$ cat config.mk
export PLATFORM = sky130hd
export DESIGN_NAME = power_sequencer
export DESIGN_NICKNAME = d
export VERILOG_FILES = /design/src/rtl/pwrseq_pkg.sv /design/src/rtl/pwrseq_dp.sv /design/src/rtl/pwrseq_ctrl.sv /design/src/rtl/power_sequencer.sv
export SDC_FILE = /design/constraint.sdc
export NUM_CORES = 1
export LEC_CHECK = 0
export ABC_AREA = 1
export BUFFER_PORTS_ARGS = -buffer_cell sky130_fd_sc_hd__buf_2
export CAP_MARGIN = 0
export CORE_MARGIN = 8
export CORE_UTILIZATION = 64
export DETAILED_ROUTE_END_ITERATION = 8
export HOLD_SLACK_MARGIN = 0.06
export PLACE_DENSITY = 0.87
export SLEW_MARGIN = 0
export SYNTH_ARGS = -nofsm -noshare
export SYNTH_HDL_FRONTEND = slang
export SYNTH_SLANG_ARGS = --single-unit
export TNS_END_PERCENT = 10
$ cat constraint.sdc
create_clock -name clk -period 3 [get_ports clk]
set_input_delay 0.45 -clock clk [delete_from_list [all_inputs] [get_ports clk]]
set_output_delay 0.45 -clock clk [all_outputs]
set_load 0.02 [all_outputs]
$ cat src/rtl/pwrseq_pkg.sv
package pwrseq_pkg;

  typedef enum logic [1:0] {
    PS_OFF      = 2'd0,
    PS_ENABLING = 2'd1,
    PS_RUNNING  = 2'd2,
    PS_SHUTTING = 2'd3
  } pwrState_e;

  // strobes from control to datapath
  typedef struct packed {
    logic seqRun;   // sequencing counter advances
    logic seqDown;  // select the power-down interval
    logic idleRun;  // inactivity counter advances
  } seqCtl_t;

  // events from datapath to control
  typedef struct packed {
    logic press;        // one-cycle button press
    logic seqDone;      // sequencing interval complete
    logic idleExpired;  // inactivity window elapsed
  } seqStat_t;

endpackage

$ cat src/rtl/pwrseq_dp.sv
module pwrseq_dp
  import pwrseq_pkg::*;
#(
  parameter int unsigned SETTLE_CYCLES = 1000,
  parameter int unsigned DOWN_CYCLES   = 100,
  parameter int unsigned IDLE_CYCLES   = 360000000
) (
  input  logic     clk,
  input  logic     porRstN,
  input  logic     powerBtnN,
  input  logic     activity,
  input  seqCtl_t  ctl,
  output seqStat_t stat,
  output logic     memClear
);

  localparam int unsigned SEQ_MAX = (SETTLE_CYCLES > DOWN_CYCLES) ? SETTLE_CYCLES : DOWN_CYCLES;
  localparam int SEQ_W  = $clog2(SEQ_MAX) + 1;
  localparam int IDLE_W = $clog2(IDLE_CYCLES) + 1;
  localparam logic [SEQ_W-1:0]  SETTLE_LAST = SEQ_W'(SETTLE_CYCLES - 1);
  localparam logic [SEQ_W-1:0]  DOWN_LAST   = SEQ_W'(DOWN_CYCLES - 1);
  localparam logic [IDLE_W-1:0] IDLE_LAST   = IDLE_W'(IDLE_CYCLES - 1);

  // button synchronizer and falling-edge detector
  logic [1:0] btnSync;
  logic       btnPrev;

  always_ff @(posedge clk or negedge porRstN) begin
    if (!porRstN) begin
      btnSync <= 2'b11;
      btnPrev <= 1'b1;
    end else begin
      btnSync <= {btnSync[0], powerBtnN};
      btnPrev <= btnSync[1];
    end
  end

  assign stat.press = btnPrev & ~btnSync[1];

  // shared sequencing counter
  logic [SEQ_W-1:0] seqCnt;
  logic [SEQ_W-1:0] seqLast;

  assign seqLast      = ctl.seqDown ? DOWN_LAST : SETTLE_LAST;
  assign stat.seqDone = ctl.seqRun && (seqCnt == seqLast);

  always_ff @(posedge clk or negedge porRstN) begin
    if (!porRstN) begin
      seqCnt <= '0;
    end else if (!ctl.seqRun || stat.seqDone) begin
      seqCnt <= '0;
    end else begin
      seqCnt <= seqCnt + 1'b1;
    end
  end

  // inactivity counter
  logic [IDLE_W-1:0] idleCnt;

  assign stat.idleExpired = ctl.idleRun && !activity && (idleCnt == IDLE_LAST);

  always_ff @(posedge clk or negedge porRstN) begin
    if (!porRstN) begin
      idleCnt <= '0;
    end else if (!ctl.idleRun || activity || stat.idleExpired) begin
      idleCnt <= '0;
    end else begin
      idleCnt <= idleCnt + 1'b1;
    end
  end

  // one-shot memory clear after power-up reset
  logic clrDone;

  always_ff @(posedge clk or negedge porRstN) begin
    if (!porRstN) begin
      clrDone  <= 1'b0;
      memClear <= 1'b0;
    end else begin
      clrDone  <= 1'b1;
      memClear <= !clrDone;
    end
  end

  AST_CLEAR_ONE_CYCLE: assert property (@(posedge clk) disable iff (!porRstN)
    memClear |=> !memClear);

  AST_PRESS_SINGLE: assert property (@(posedge clk) disable iff (!porRstN)
    stat.press |=> !stat.press);

  AST_IDLE_IN_RANGE: assert property (@(posedge clk) disable iff (!porRstN)
    idleCnt <= IDLE_LAST);

endmodule

$ cat src/rtl/pwrseq_ctrl.sv
module pwrseq_ctrl
  import pwrseq_pkg::*;
(
  input  logic     clk,
  input  logic     porRstN,
  input  seqStat_t stat,
  output seqCtl_t  ctl,
  output logic     supplyEn,
  output logic     sysRstN
);

  pwrState_e state, stateNext;

  always_comb begin
    stateNext = state;
    unique case (state)
      PS_OFF:      if (stat.press)                     stateNext = PS_ENABLING;
      PS_ENABLING: if (stat.seqDone)                   stateNext = PS_RUNNING;
      PS_RUNNING:  if (stat.press || stat.idleExpired) stateNext = PS_SHUTTING;
      PS_SHUTTING: if (stat.seqDone)                   stateNext = PS_OFF;
      default:                                         stateNext = PS_OFF;
    endcase
  end

  always_ff @(posedge clk or negedge porRstN) begin
    if (!porRstN) state <= PS_OFF;
    else          state <= stateNext;
  end

  assign ctl.seqRun  = (state == PS_ENABLING) || (state == PS_SHUTTING);
  assign ctl.seqDown = (state == PS_SHUTTING);
  assign ctl.idleRun = (state == PS_RUNNING);

  assign supplyEn = (state != PS_OFF);
  assign sysRstN  = (state == PS_RUNNING);

  AST_ENABLE_ON_PRESS: assert property (@(posedge clk) disable iff (!porRstN)
    $rose(supplyEn) |-> ($past(stat.press) && !sysRstN));

  AST_RELEASE_AFTER_SETTLE: assert property (@(posedge clk) disable iff (!porRstN)
    $rose(sysRstN) |-> ($past(stat.seqDone) && supplyEn));

  AST_RESET_FIRST_ON_DOWN: assert property (@(posedge clk) disable iff (!porRstN)
    $fell(sysRstN) |-> (supplyEn && ($past(stat.press) || $past(stat.idleExpired))));

  AST_DISABLE_AFTER_HOLD: assert property (@(posedge clk) disable iff (!porRstN)
    $fell(supplyEn) |-> ($past(stat.seqDone) && !$past(sysRstN)));

  AST_NO_RESET_WHILE_OFF: assert property (@(posedge clk) disable iff (!porRstN)
    !supplyEn |-> !sysRstN);

endmodule

$ cat src/rtl/power_sequencer.sv
module power_sequencer
  import pwrseq_pkg::*;
#(
  parameter int unsigned SETTLE_CYCLES = 1000,
  parameter int unsigned DOWN_CYCLES   = 100,
  parameter int unsigned IDLE_CYCLES   = 360000000
) (
  input  logic clk,
  input  logic porRstN,
  input  logic powerBtnN,
  input  logic activity,
  output logic supplyEn,
  output logic sysRstN,
  output logic memClear
);

  seqCtl_t  ctl;
  seqStat_t stat;

  pwrseq_dp #(
    .SETTLE_CYCLES(SETTLE_CYCLES),
    .DOWN_CYCLES  (DOWN_CYCLES),
    .IDLE_CYCLES  (IDLE_CYCLES)
  ) u_dp (
    .clk      (clk),
    .porRstN  (porRstN),
    .powerBtnN(powerBtnN),
    .activity (activity),
    .ctl      (ctl),
    .stat     (stat),
    .memClear (memClear)
  );

  pwrseq_ctrl u_ctrl (
    .clk     (clk),
    .porRstN (porRstN),
    .stat    (stat),
    .ctl     (ctl),
    .supplyEn(supplyEn),
    .sysRstN (sysRstN)
  );

endmodule

; ---- Yosys cells after proc, flatten, opt, wreduce, memory -nomap -nowiden
; Index checks and enable logic that the tools add are counted.
[classes]
addsub = 2
n_eq_ne = 9
muxes = 8
bitwise_logic = 2
n_reduce_logical = 15
[ops]
columns = operator, n
row1 = $add A30 B1 Y30 const B, 1
row2 = $eq A30 B29 Y1 const B, 1
row3 = $mux W30, 1
row4 = $add A11 B1 Y11 const B, 1
row5 = $eq A11 B11 Y1, 1
row6 = $mux W11, 1
row7 = $mux W10, 1
row8 = $mux W2, 4
row9 = $pmux W2 S4, 1
row10 = $logic_or A1 B1 Y1, 5
row11 = $eq A2 B2 Y1 const B, 2
row12 = $logic_not A1 Y1, 4
row13 = $ne A2 B1 Y1 const B, 2
row14 = $ne A2 B2 Y1 const B, 2
row15 = $reduce_and A4 Y1, 1
row16 = $logic_and A1 B1 Y1, 3
row17 = $eq A2 B1 Y1 const B, 1
row18 = $logic_not A2 Y1, 1
row19 = $reduce_bool A2 Y1, 1
row20 = $and A1 B1 Y1, 1
row21 = $not A1 Y1, 1
[totals]
ff_bits = 48
inputBits = 4
out_inout_bits = 3
elab_cells = 43

; ---- Longest topological paths before layout
[depth]
depth_word = 6
depth_mapped = 12
mapped_depth_nobuf = 12

; ---- By module
; From an unflattened synthesis, not the netlist that was laid out.
[hier_totals]
cells_unflattened = 402
area_unflattened_um2 = 2871.5
[by_module_without_submodules]
columns = mod, n_inst, cells_each, area_per_inst_um2, seq_area_each_um2
row1 = pwrseq_dp, 1, 375, 2628.8, 1154.9
row2 = pwrseq_ctrl, 1, 27, 242.7, 50.0

; ---- Worst setup path before layout
; No wires, ideal clock.
[synth_timing]
kind = register to register
startpoint = reg u_dp.idleCnt[0]
endpoint = reg u_dp.idleCnt[28]
setup_time_ns = 0.077
arrival_ns = 1.492
t_required_ns = 2.923
slack_ns = 1.431
stages_incl_launch_ff = 11
period_less_slack_ns = 1.569
path_cell_list = dfrtp_1 ha_1 nand2_2 nor2_2 nand2_2 nor2_1 nand2_1 nand2_1 or2_4 buf_6 a21oi_1
[synth_between]
elab_chain_cells = 4
[synth_rtl]
columns = item, line_no
row1 = from (decl), pwrseq_dp.sv:58  ; logic [IDLE_W-1:0] idleCnt;
row2 = from (signal assigned), pwrseq_dp.sv:68  ; idleCnt <= idleCnt + 1'b1;
row3 = branches (longest 3 deep; another with $add A30 B1 Y30), --
row4 = $mux W30 *, pwrseq_dp.sv:65  ; end else if (!ctl.idleRun || activity || stat.idleExpired) begin
; Every way passes the cells marked *.
; A chain may end at the register's enable or synchronous reset.

; ---- Final worst setup path
[layout_timing]
startpoint = reg u_dp.idleCnt[0]
endpoint = reg u_dp.idleCnt[29]
; The elaborated chain is that of the path after synthesis.

==> impl_metrics.py <==
metrics = {
    "logic_synthesis": {
        "synth_top_area_cell": "dfrtp_1",
        "synthMuxAreaShare": 0,
        "ys_seq_area_frac": 0.459,
        "synthAdderAreaFrac": 0.0334,
        "synthCells": 331,
        "synth_compound_area_frac": 0.0234,
        "yosys.area.top_type_share": 0.429,
        "synth_cell_types": 30,
        "synth_top_family_by_area": "simple AND/OR/NAND/NOR gates",
        "yosysWarnings": 0,
        "synthTopCellsByArea": "dfrtp_1, nand2_1, nor2_1",
        "synthXorXnorAreaFrac": 0.0801,
        "syn_nets": 342,
        "syn_area_mm2": 0.00263,
        "ys_ff_latch": 48,
        "syn_avg_cell_area_um2": 7.93,
        "synthSimpleGateAreaFrac": 0.334,
    },
    "worst_setup_path": {
        "crit_type": "flop to flop",
        "crit_path_start_kind": "flop",
        "crit_path_max_fanout": 30,
        "cp.arrival_ns": 2.03,
        "rrSetupSlack_ns": 1.15,
        "critPathCaptureType": "flop",
        "worstPathRequired_ns": 3.18,
    },
    "clock_tree": {
        "clkTransAtPathRegs_ns": 0.09,
        "ctsHoldBuffers": 0,
        "clk_latency_ns": 0.31,
        "clock_tree.buffer_depth": 2,
        "cts_buffers": 5,
        "cts_tree": "built",
        "post_cts_resize_count": 0,
        "postCtsSetupBuffers": 0,
        "cts-root-buf": "clkbuf_8",
        "cts.sinks": 48,
        "cts_max_level": 2,
    },
    "power": {
        "sequentialPowerShare": 0.457,
        "p_sw_frac": 0.291,
        "clkPwrFrac": 0.354,
        "intPower_uw": 1110,
        "pwr-share-comb": 0.190,
        "cellPowerDensity_mw_per_mm2": 558,
        "leakage_uw": 0.00114,
        "ir_drop_mv": 0.422,
        "switching_power_uw": 457,
    },
    "die": {
        "die-area_mm2": 0.00641,
        "core_mm2": 0.00397,
        "die_height_um": 80.0,
        "boundaryPins": 7,
        "die_w_um": 80.0,
        "placementRows": 23,
        "start_util": 0.661,
    },
    "routing": {
        "wl_per_cell_um": 13.3,
        "num_vias": 2115,
        "drc": 0,
        "ant_nets": 0,
        "drt_pass1_iterations": 5,
        "wl_um": 5210,
        "initialDrtViolationCount": 177,
        "vias_per_cell": 5.41,
    },
    "global_route": {
        "globalRouteOverflowTotal": 0,
        "grt_usage": 0.176,
        "antenna_found_initial": 0,
        "grt_pass1_vias": 2050,
        "grt_first_pass_wirelength_um": 8910,
        "grt_max_degree": 49,
    },
    "placement": {
        "dp_cells": 383,
        "place_area_mm2": 0.00268,
        "io_buffers": 6,
        "routabilityCongestion": 0.962,
        "dp_hpwl_um": 3750,
    },
    "timing": {
        "finalHoldViolations": 0,
        "tightest_slew_ns": 1.02,
        "setup_viol_count_final": 0,
        "slew_headroom": 0.318,
        "period_needed_ns": 1.85,
        "fmax_mhz": 541,
        "drv_slew": 0,
        "fin_hold_ws_ns": 0.231,
        "final.setup.tns_ns": 0,
        "rsz0062_at_grt": "no",
        "post-route-period-util": 0.616,
        "fin_skew_ns": 0.0130,
    },
    "status": {
        "status": "finished clean",
    },
    "layout": {
        "multiInputGateArea_mm2": 0.00124,
        "final_net_count": 351,
        "area_delta_synth_final_pct": 7.29,
        "diodes": 0,
        "drive_gt1_frac": 0.0909,
        "fin_area_mm2": 0.00282,
        "n_fill_cell": 311,
        "utilization": 0.709,
        "regArea_mm2": 0.00120,
        "fin_cells": 391,
    },
    "min_path": {
        "min_path_type": "input pin to flop",
    },
    "flow_run": {
        "drv_cap": 0,
    },
}
[cell families (layout without fill, tap and decap cells)]
kind of cell,count (synthesis),after routing
compound gates,10,10
xor+xnor,24,24
fa+ha+maj,7,7
buf+inv,42,52
flops,48,48
other cells,1,1
simple gates,199,199
[power groups by stage]
stage                     Combinational (uW)  Sequential, uW  Clock [uW]
final                                    298             717         556
after CTS                                299             716         566
after floorplan                          244             721           0
after global placement                   284             725           0
after global routing                     343             722         595
after detailed placement                 300             728           0
[path summary, 6_finish.rpt]
check | from | endpoint | depth (start not counted)
hold / removal | powerBtnN | u_dp.btnSync[0] | 1
setup reg to reg | u_dp.idleCnt[0] | u_dp.idleCnt[29] | 9
hold reg to reg | u_dp.btnSync[0] | u_dp.btnSync[1] | 0
min in group asynchronous | porRstN | u_dp.idleCnt[8] | 1
max in group asynchronous | porRstN | u_dp.idleCnt[20] | 1
setup / recovery | u_dp.idleCnt[0] | u_dp.idleCnt[29] | 9
[final cells by class]
type | count | area share
clock inverters | 3 | 0.0244
well taps | 50 | 0.0222
clock buffers | 5 | 0.0244
inverters | 38 | 0.0506
flip-flops and latches | 48 | 0.428
repair buffers | 6 | 0.0107
multi-input cells | 241 | 0.440
[cells in the final DEF (no fill, tap or decap), drive strengths merged]
cell type and instances:
bufinv 2, nor2 67, a21oi 5, dfstp 3, o21ai 2, nand3b 2
o31ai 1, dfrtp 45, buf 6, a31o 1, nor4 3, nor3 24
nand2 80, nand4 4, xnor2 5, nand3 13, clkbuf 5, inv 39
xor2 19, or2 2, ha 7, conb 1, nor3b 4, a31oi 1
[synthesized netlist by cell type]
library cell   n
o21ai_0        1
conb_1         1
a31oi_1        1
nor4_1         3
nor3b_1        4
or2_4          1
dfstp_2        3
xnor2_1        5
nand3b_1       2
buf_2          1
a21oi_1        5
inv_1         37
nand2_2        2
nor3_2         4
nand3_2        1
xor2_1        19
inv_2          1
a31o_2         1
nand2_1       78
nor3_1        20
o21ai_2        1
nor2_2         2
nor2_1        65
or2_2          1
nand3_1       12
buf_6          3
nand4_1        4
o31ai_1        1
dfrtp_1       45
ha_1           7
[routing by layer]
layer,vias up,routed length (um),GRT usage
met1,985,2280,0.217
li1,1048,-,-
met2,70,2510,0.286
met3,12,320,0.0428
met5,-,0,0
met4,0,97,0.0709
[through the flow]
step                setup slack (ns)  power, uW
floorplan                       1.43        965
global placement                1.29       1010
detailed placement              1.20       1030
CTS                             1.18       1580
global route                   0.991       1660
finish                          1.15       1570
[critical path, stage by stage, from the launching register on]
cell and delay (ns):
dfrtp_1 0.42, ha_1 0.24, nand2_2 0.09, nor2_2 0.16
nand2_2 0.12, nor2_1 0.12, nand2_1 0.06, nand2_1 0.07
or2_4 0.34, nor2_1 0.10
[state kept, by name (all words and copies together) (netlist names)]
| register | flops |
|---|---|
| u_dp.btnPrev | 1 |
| u_dp.idleCnt | 30 |
| u_dp.memClear | 1 |
| u_dp.btnSync | 2 |
| u_dp.seqCnt | 11 |
| u_ctrl.state | 2 |
| u_dp.clrDone | 1 |
Note: power is estimated with default switching activity, not from simulation.
